**config.mk**
```make
export PLATFORM = sky130hd
export DESIGN_NAME = pwm_break_ctrl
export DESIGN_NICKNAME = d
export VERILOG_FILES = /design/src/rtl/pwm_brk_pkg.sv /design/src/rtl/pwm_brk_sync.sv /design/src/rtl/pwm_brk_latch.sv /design/src/rtl/pwm_brk_gate.sv /design/src/rtl/pwm_break_ctrl.sv
export SDC_FILE = /design/constraint.sdc
export NUM_CORES = 1
export LEC_CHECK = 0
export BUFFER_PORTS_ARGS = -buffer_cell sky130_fd_sc_hd__buf_2
export CAP_MARGIN = 30
export CORE_AREA = 2 2 39 41
export DETAILED_ROUTE_END_ITERATION = 6
export DIE_AREA = 0 0 41 43
export PLACE_DENSITY = 0.44
export SLEW_MARGIN = 20
export SYNTH_ARGS = -nofsm -noshare
export SYNTH_HDL_FRONTEND = slang
export SYNTH_SLANG_ARGS = --single-unit
```
**constraint.sdc**
```tcl
create_clock -name clk -period 2.7 [get_ports clk]
set_input_delay 0.135 -clock clk [delete_from_list [all_inputs] [get_ports clk]]
set_output_delay 0.135 -clock clk [all_outputs]
set_load 0.05 [all_outputs]
```
**src/rtl/pwm_brk_pkg.sv**
```systemverilog
package pwm_brk_pkg;

  typedef enum logic {
    BRK_IDLE    = 1'b0,
    BRK_TRIPPED = 1'b1
  } brk_state_e;

  localparam int unsigned MIN_SYNC_STAGES = 2;

endpackage

```
**src/rtl/pwm_brk_sync.sv**
```systemverilog
module pwm_brk_sync #(
  parameter int unsigned STAGES = 2
) (
  input  logic clk,
  input  logic rst,
  input  logic pin_n_i,
  output logic pin_n_o
);

  logic [STAGES-1:0] chain_q;

  generate
    if (STAGES == 1) begin : g_single
      always_ff @(posedge clk) begin
        if (rst) chain_q <= '1;
        else     chain_q <= pin_n_i;
      end
    end else begin : g_chain
      always_ff @(posedge clk) begin
        if (rst) chain_q <= '1;
        else     chain_q <= {chain_q[STAGES-2:0], pin_n_i};
      end
    end
  endgenerate

  assign pin_n_o = chain_q[STAGES-1];

endmodule

```
**src/rtl/pwm_brk_latch.sv**
```systemverilog
module pwm_brk_latch
  import pwm_brk_pkg::*;
(
  input  logic clk,
  input  logic rst,
  input  logic en_i,
  input  logic pin_low_i,
  input  logic clr_i,
  output logic active_o,
  output logic irq_o
);

  brk_state_e state_q;
  logic       set_req;

  assign set_req = en_i & pin_low_i;

  always_ff @(posedge clk) begin
    if (rst) begin
      state_q <= BRK_IDLE;
      irq_o   <= 1'b0;
    end else begin
      irq_o <= set_req && (state_q == BRK_IDLE);
      if (set_req)    state_q <= BRK_TRIPPED;
      else if (clr_i) state_q <= BRK_IDLE;
    end
  end

  assign active_o = (state_q == BRK_TRIPPED);

  p_set_r2: assert property (@(posedge clk) disable iff (rst)
    (en_i && pin_low_i) |=> active_o);

  p_noen_r3: assert property (@(posedge clk) disable iff (rst)
    (!active_o && !en_i) |=> !active_o);

  p_sticky_r4: assert property (@(posedge clk) disable iff (rst)
    (active_o && !clr_i) |=> active_o);

  p_clear_r5: assert property (@(posedge clk) disable iff (rst)
    (active_o && clr_i && !(en_i && pin_low_i)) |=> !active_o);

  p_irq_rise_r10: assert property (@(posedge clk) disable iff (rst)
    irq_o |-> (active_o && !$past(active_o)));

  p_irq_single_r10: assert property (@(posedge clk) disable iff (rst)
    irq_o |=> !irq_o);

endmodule

```
**src/rtl/pwm_brk_gate.sv**
```systemverilog
module pwm_brk_gate #(
  parameter int unsigned NCH = 4
) (
  input  logic           active_i,
  input  logic [NCH-1:0] pat_i,
  input  logic [NCH-1:0] pwm_i,
  output logic [NCH-1:0] pwm_o
);

  generate
    for (genvar ch = 0; ch < NCH; ch++) begin : g_ch
      assign pwm_o[ch] = active_i ? pat_i[ch] : pwm_i[ch];
    end
  endgenerate

endmodule

```
**src/rtl/pwm_break_ctrl.sv**
```systemverilog
module pwm_break_ctrl
  import pwm_brk_pkg::*;
#(
  parameter int unsigned NCH         = 4,
  parameter int unsigned SYNC_STAGES = 2
) (
  input  logic           clk,
  input  logic           rst,
  input  logic           brk_n_i,
  input  logic           brk_en_i,
  input  logic [NCH-1:0] brk_pat_i,
  input  logic           brk_clr_i,
  input  logic [NCH-1:0] pwm_i,
  output logic [NCH-1:0] pwm_o,
  output logic           brk_active_o,
  output logic           cnt_hold_o,
  output logic           arr_hold_o,
  output logic [NCH-1:0] dcr_hold_o,
  output logic           mode_hold_o,
  output logic           brk_irq_o
);

  localparam int unsigned STAGES_USED =
    (SYNC_STAGES < MIN_SYNC_STAGES) ? MIN_SYNC_STAGES : SYNC_STAGES;

  logic pin_n_sync;
  logic active;

  pwm_brk_sync #(.STAGES(STAGES_USED)) u_sync (
    .clk     (clk),
    .rst     (rst),
    .pin_n_i (brk_n_i),
    .pin_n_o (pin_n_sync)
  );

  pwm_brk_latch u_latch (
    .clk       (clk),
    .rst       (rst),
    .en_i      (brk_en_i),
    .pin_low_i (~pin_n_sync),
    .clr_i     (brk_clr_i),
    .active_o  (active),
    .irq_o     (brk_irq_o)
  );

  pwm_brk_gate #(.NCH(NCH)) u_gate (
    .active_i (active),
    .pat_i    (brk_pat_i),
    .pwm_i    (pwm_i),
    .pwm_o    (pwm_o)
  );

  assign brk_active_o = active;
  assign cnt_hold_o   = active;
  assign arr_hold_o   = active;
  assign mode_hold_o  = active;

  generate
    for (genvar ch = 0; ch < NCH; ch++) begin : g_dcr
      assign dcr_hold_o[ch] = active;
    end
  endgenerate

  p_hold_rise_r7: assert property (@(posedge clk) disable iff (rst)
    brk_irq_o |-> (cnt_hold_o && arr_hold_o && mode_hold_o && (&dcr_hold_o)));

  p_gate_r8: assert property (@(posedge clk) disable iff (rst)
    brk_irq_o |-> (pwm_o == brk_pat_i));

endmodule

```
=== Word level (Yosys, flattened, before mapping) ===
Index checks and enable logic that the tools add are counted.

* Bitwise gates (word level): 3
* Reductions and logical operators: 2
* Multiplexer cells: 6

{| class="wikitable"
|+ Operators by type and width
! cell !! number
|-
| $mux 1 || 6
|-
| $not 1->1 || 2
|-
| $reduce_bool 2->1 || 1
|-
| $and 1x1->1 || 1
|-
| $logic_and 1x1->1 || 1
|}

* Input bits: 13
* Logic and storage cells: 14
* Output and inout port bits: 13
* Flip-flop bits (word level): 4

=== Longest topological paths before layout ===
* Depth after elaboration: 3
* Mapped depth: 2
* Mapped depth without buffers: 2

=== Hierarchy ===
Synthesis repeated with hierarchy kept, for this count alone.

* Cells, all modules: 22
* Area, all modules: 217.7 sq um

{| class="wikitable"
|+ By module, submodules not included
! module !! area an instance (sq um) !! cells each !! times used !! sequential area each (sq um)
|-
| pwm_brk_latch || 63.8 || 6 || 1 || 40.0
|-
| pwm_break_ctrl || 56.3 || 8 || 1 || 0.0
|-
| pwm_brk_sync || 52.6 || 4 || 1 || 40.0
|-
| pwm_brk_gate || 45.0 || 4 || 1 || 0.0
|}

=== Least setup slack after synthesis ===
OpenSTA, ideal clock, no wires.

* Kind: register to output
* Start: register u_latch.state_q (netlist: u_latch.active_o)
* End: output pwm_o[0]
* Data arrival time: 1360 ps
* Required time: 2565 ps
* Buffers on the path: 0
* Cell stages (with the launch flop): 2
* Path slack: 1205 ps
* Path through: dfxtp_1 -> mux2_2

* Longest elaborated chain between the ends: 1

{| class="wikitable"
|+ RTL lines
! what !! RTL line !! RTL
|-
| from (decl) || pwm_brk_latch.sv:13 || <nowiki>brk_state_e state_q;</nowiki>
|-
| from (signal assigned) || pwm_brk_latch.sv:20 || <nowiki>state_q <= BRK_IDLE;</nowiki>
|-
| from (signal assigned) || pwm_brk_latch.sv:24 || <nowiki>if (set_req) state_q <= BRK_TRIPPED;</nowiki>
|-
| from (signal assigned) || pwm_brk_latch.sv:25 || <nowiki>else if (clr_i) state_q <= BRK_IDLE;</nowiki>
|-
| $mux 1 || pwm_brk_gate.sv:12 || <nowiki>assign pwm_o[ch] = active_i ? pat_i[ch] : pwm_i[ch];</nowiki>
|-
| to (decl) || pwm_break_ctrl.sv:14 || <nowiki>output logic [NCH-1:0] pwm_o,</nowiki>
|}

Every way passes these cells.

=== Worst setup path after layout ===
* Start: register u_latch.state_q (netlist: u_latch.active_o)
* End: output pwm_o[3]

Same word-level chain as after synthesis.

==> flow_summary.toml <==
[yosys]
ys_seq_elements = 4
synth_fa_ha_area_frac = 0
synth_top_family_by_area = "buffers and inverters"
synth.distinct_cells = 7
netlist_instances = 21
synthMuxAreaShare = 0.212
synth_compound_area_frac = 0.0235
netlist_area_um2 = 213
synth_area_per_cell_um2 = 10.1
synth-xor-area-share = 0
synth-simple-area-share = 0.141
syn_nets = 34
yosysSeqAreaShare = 0.376
ys_warn_count = 0

[hold_path]
hold_path_class = "input pin to flip-flop"
hp-start = "brk_n_i"

[finish]
layout_common_cells = "25 x buf_2, 4 x mux2_2, 4 x dfxtp_1"
fillers = 159
insertedDiodeCount = 0
final_core_util = 0.237
ff_latch_area_um2 = 80.1
multi_input_area_um2 = 80.1
final_common_cell = "buf_2"
drive_above_1_share = 0.810
nNetsFinal = 57
syn2layout_area_growth_pct = 54.1

[drt]
via_per_inst = 3.72
drt_iter0_drc = 4
drtPass1Iterations = 4
ant_nets = 0
drt-wirelength-per-cell_um = 8.93
drc = 0
dr_total_vias = 216
drt-total-wl_um = 518

[sta]
finalClockSkew_ns = 0.00374
finalHoldViolCount = 0
finalCriticalPeriod_ns = 1.53
maxClockFrequency_ghz = 0.655
worstMarginPinSlew_ns = 0.399
rsz0062_at_grt = "false"
finalCritPeriodShare = 0.565
setup_viol = 0
tns_ns = 0
relSlewSlack = 0.733
setup_ws_ns = 1.17
holdWs_ns = 0.0886
slew_viol_final = 0

[setup_path]
crit_end = "pwm_o[3]"
crit-reg2reg-capture = "u_latch.active_o"
cpMaxStageDelayCell = "dfxtp_1"
startpoint_type = "flip-flop"
r2r_cells = 2
crit_start = "u_latch.active_o"
path_class = "flip-flop to primary output"
crit_chain = "mux2_2 > buf_2"
end_kind = "primary output"
rrSetupSlack_ns = 1.83
cp_max_fo = 14
critPathMaxStageDelay_ns = 0.55
worstPathRequired_ns = 2.57
worstReg2RegStart = "u_latch.active_o"
worst_ep_arrival_time_ns = 1.39

[clock_tree]
cts.path.max_buffers = 2
clk_latency_ns = 0.24
cts_sinks = 4
cts_hold_buf = 0
cts.repair.resized = 0
clkTransAtPathRegs_ns = 0.04
cts_buffers = 3
cts_tree = "built"
htreeDepth = 1
root_buffer = "clkbuf_4"
postCtsSetupRepairBufs = 0

[grt]
busiest_layer = "met2"
use_met3 = 0.0628
grt_max_degree = 15
use_met2 = 0.0844
grt_use_total = 0.0675
met1_usage = 0.0617
grt_first_pass_wirelength_um = 655
first_global_vias = 171
grt.overflow.total = 0
grt_antenna_before_repair = 0

[place]
pre_cts_slack_ns = 1.40
io_buffers = 25
place.gp.congestion = 0.608

[pwr]
peakVddDrop_v = 0.000275
power.leakage_nw = 0.182
power_density_mw_per_mm2 = 559

[floorplanning]
ios = 26
initial_core_util = 0.154
rows = 14
dieArea_mm2 = 0.00176
die_y_um = 43
die_w_um = 41
core-area_mm2 = 0.00138

[flow_run]
cap_violations = 0

[status]
status = "complete, no violations"
report_power, final:
| group | leakage, nW | internal [mW] | switching (mW) |
|---|---|---|---|
| registers | 0.0328 | 0.0614 | 0.00140 |
| logic | 0.136 | 0.0152 | 0.0316 |
| clock network | 0.0138 | 0.0497 | 0.0240 |
logic make-up (layout without fill, tap and decap cells):
| family | Yosys count | in the layout |
|---|---|---|
| mux | 4 | 4 |
| buf+inv | 7 | 28 |
| simple gates | 5 | 5 |
| flops | 4 | 4 |
| compound gates | 1 | 1 |
cell usage after synthesis:
cell      n  area [µm²]
nand2b_1  2        12.5
dfxtp_1   4        80.1
a21oi_1   1        5.00
buf_4     7        52.6
mux2_2    4        45.0
nor3_1    1        5.00
or2_2     2        12.5
per-layer routing:
| metal | part of all wire | vias up | routed length, µm |
|---|---|---|---|
| met5 | 0 | - | 0 |
| met4 | 0.021 | 0 | 11 |
| met3 | 0.24 | 3 | 124 |
| met2 | 0.35 | 29 | 181 |
| met1 | 0.38 | 79 | 199 |
| li1 | - | 105 | - |
critical path, delay by kind of cell (launching register included):
| family | cells | cell delay [ns] |
|---|---|---|
| buffers and inverters | 1 | 0.21 |
| flip-flops | 1 | 0.55 |
| multiplexers | 1 | 0.39 |
sequential cells by signal, indices dropped and copies added, names as in the netlist:
| name | flops |
|---|---|
| u_sync.chain_q | 2 |
| u_latch.active_o | 1 |
| u_latch.irq_o | 1 |
worst min-delay path by stage:
stage	end	slack (ns)	cells past startpoint
4_1_cts	u_sync.chain_q[0]	0.08	2
3_3_place_gp	u_sync.chain_q[0]	0.32	2
2_1_floorplan	u_latch.active_o	0.20	1
5_1_grt	u_sync.chain_q[0]	0.08	2
6_report	u_sync.chain_q[0]	0.09	2
3_5_place_dp	u_sync.chain_q[0]	0.33	2
per-stage QoR:
stage / std cells / power, mW / instance area (µm²)
after CTS: 58 / 0.187 / 328
after global routing: 58 / 0.196 / 328
final: 58 / 0.183 / 328
after detailed placement: 55 / 0.111 / 305
after global placement: 55 / 0.110 / 305
after floorplan: 21 / 0.0985 / 213
final cells by class:
cell class / count / share of cell area
Clock buffer: 3 / 0.0687
Multi-Input combinational cell: 10 / 0.244
Sequential cell: 4 / 0.244
Tap cell: 16 / 0.0611
Timing Repair Buffer: 25 / 0.382
No activity file was read; power rests on OpenSTA's default activity.
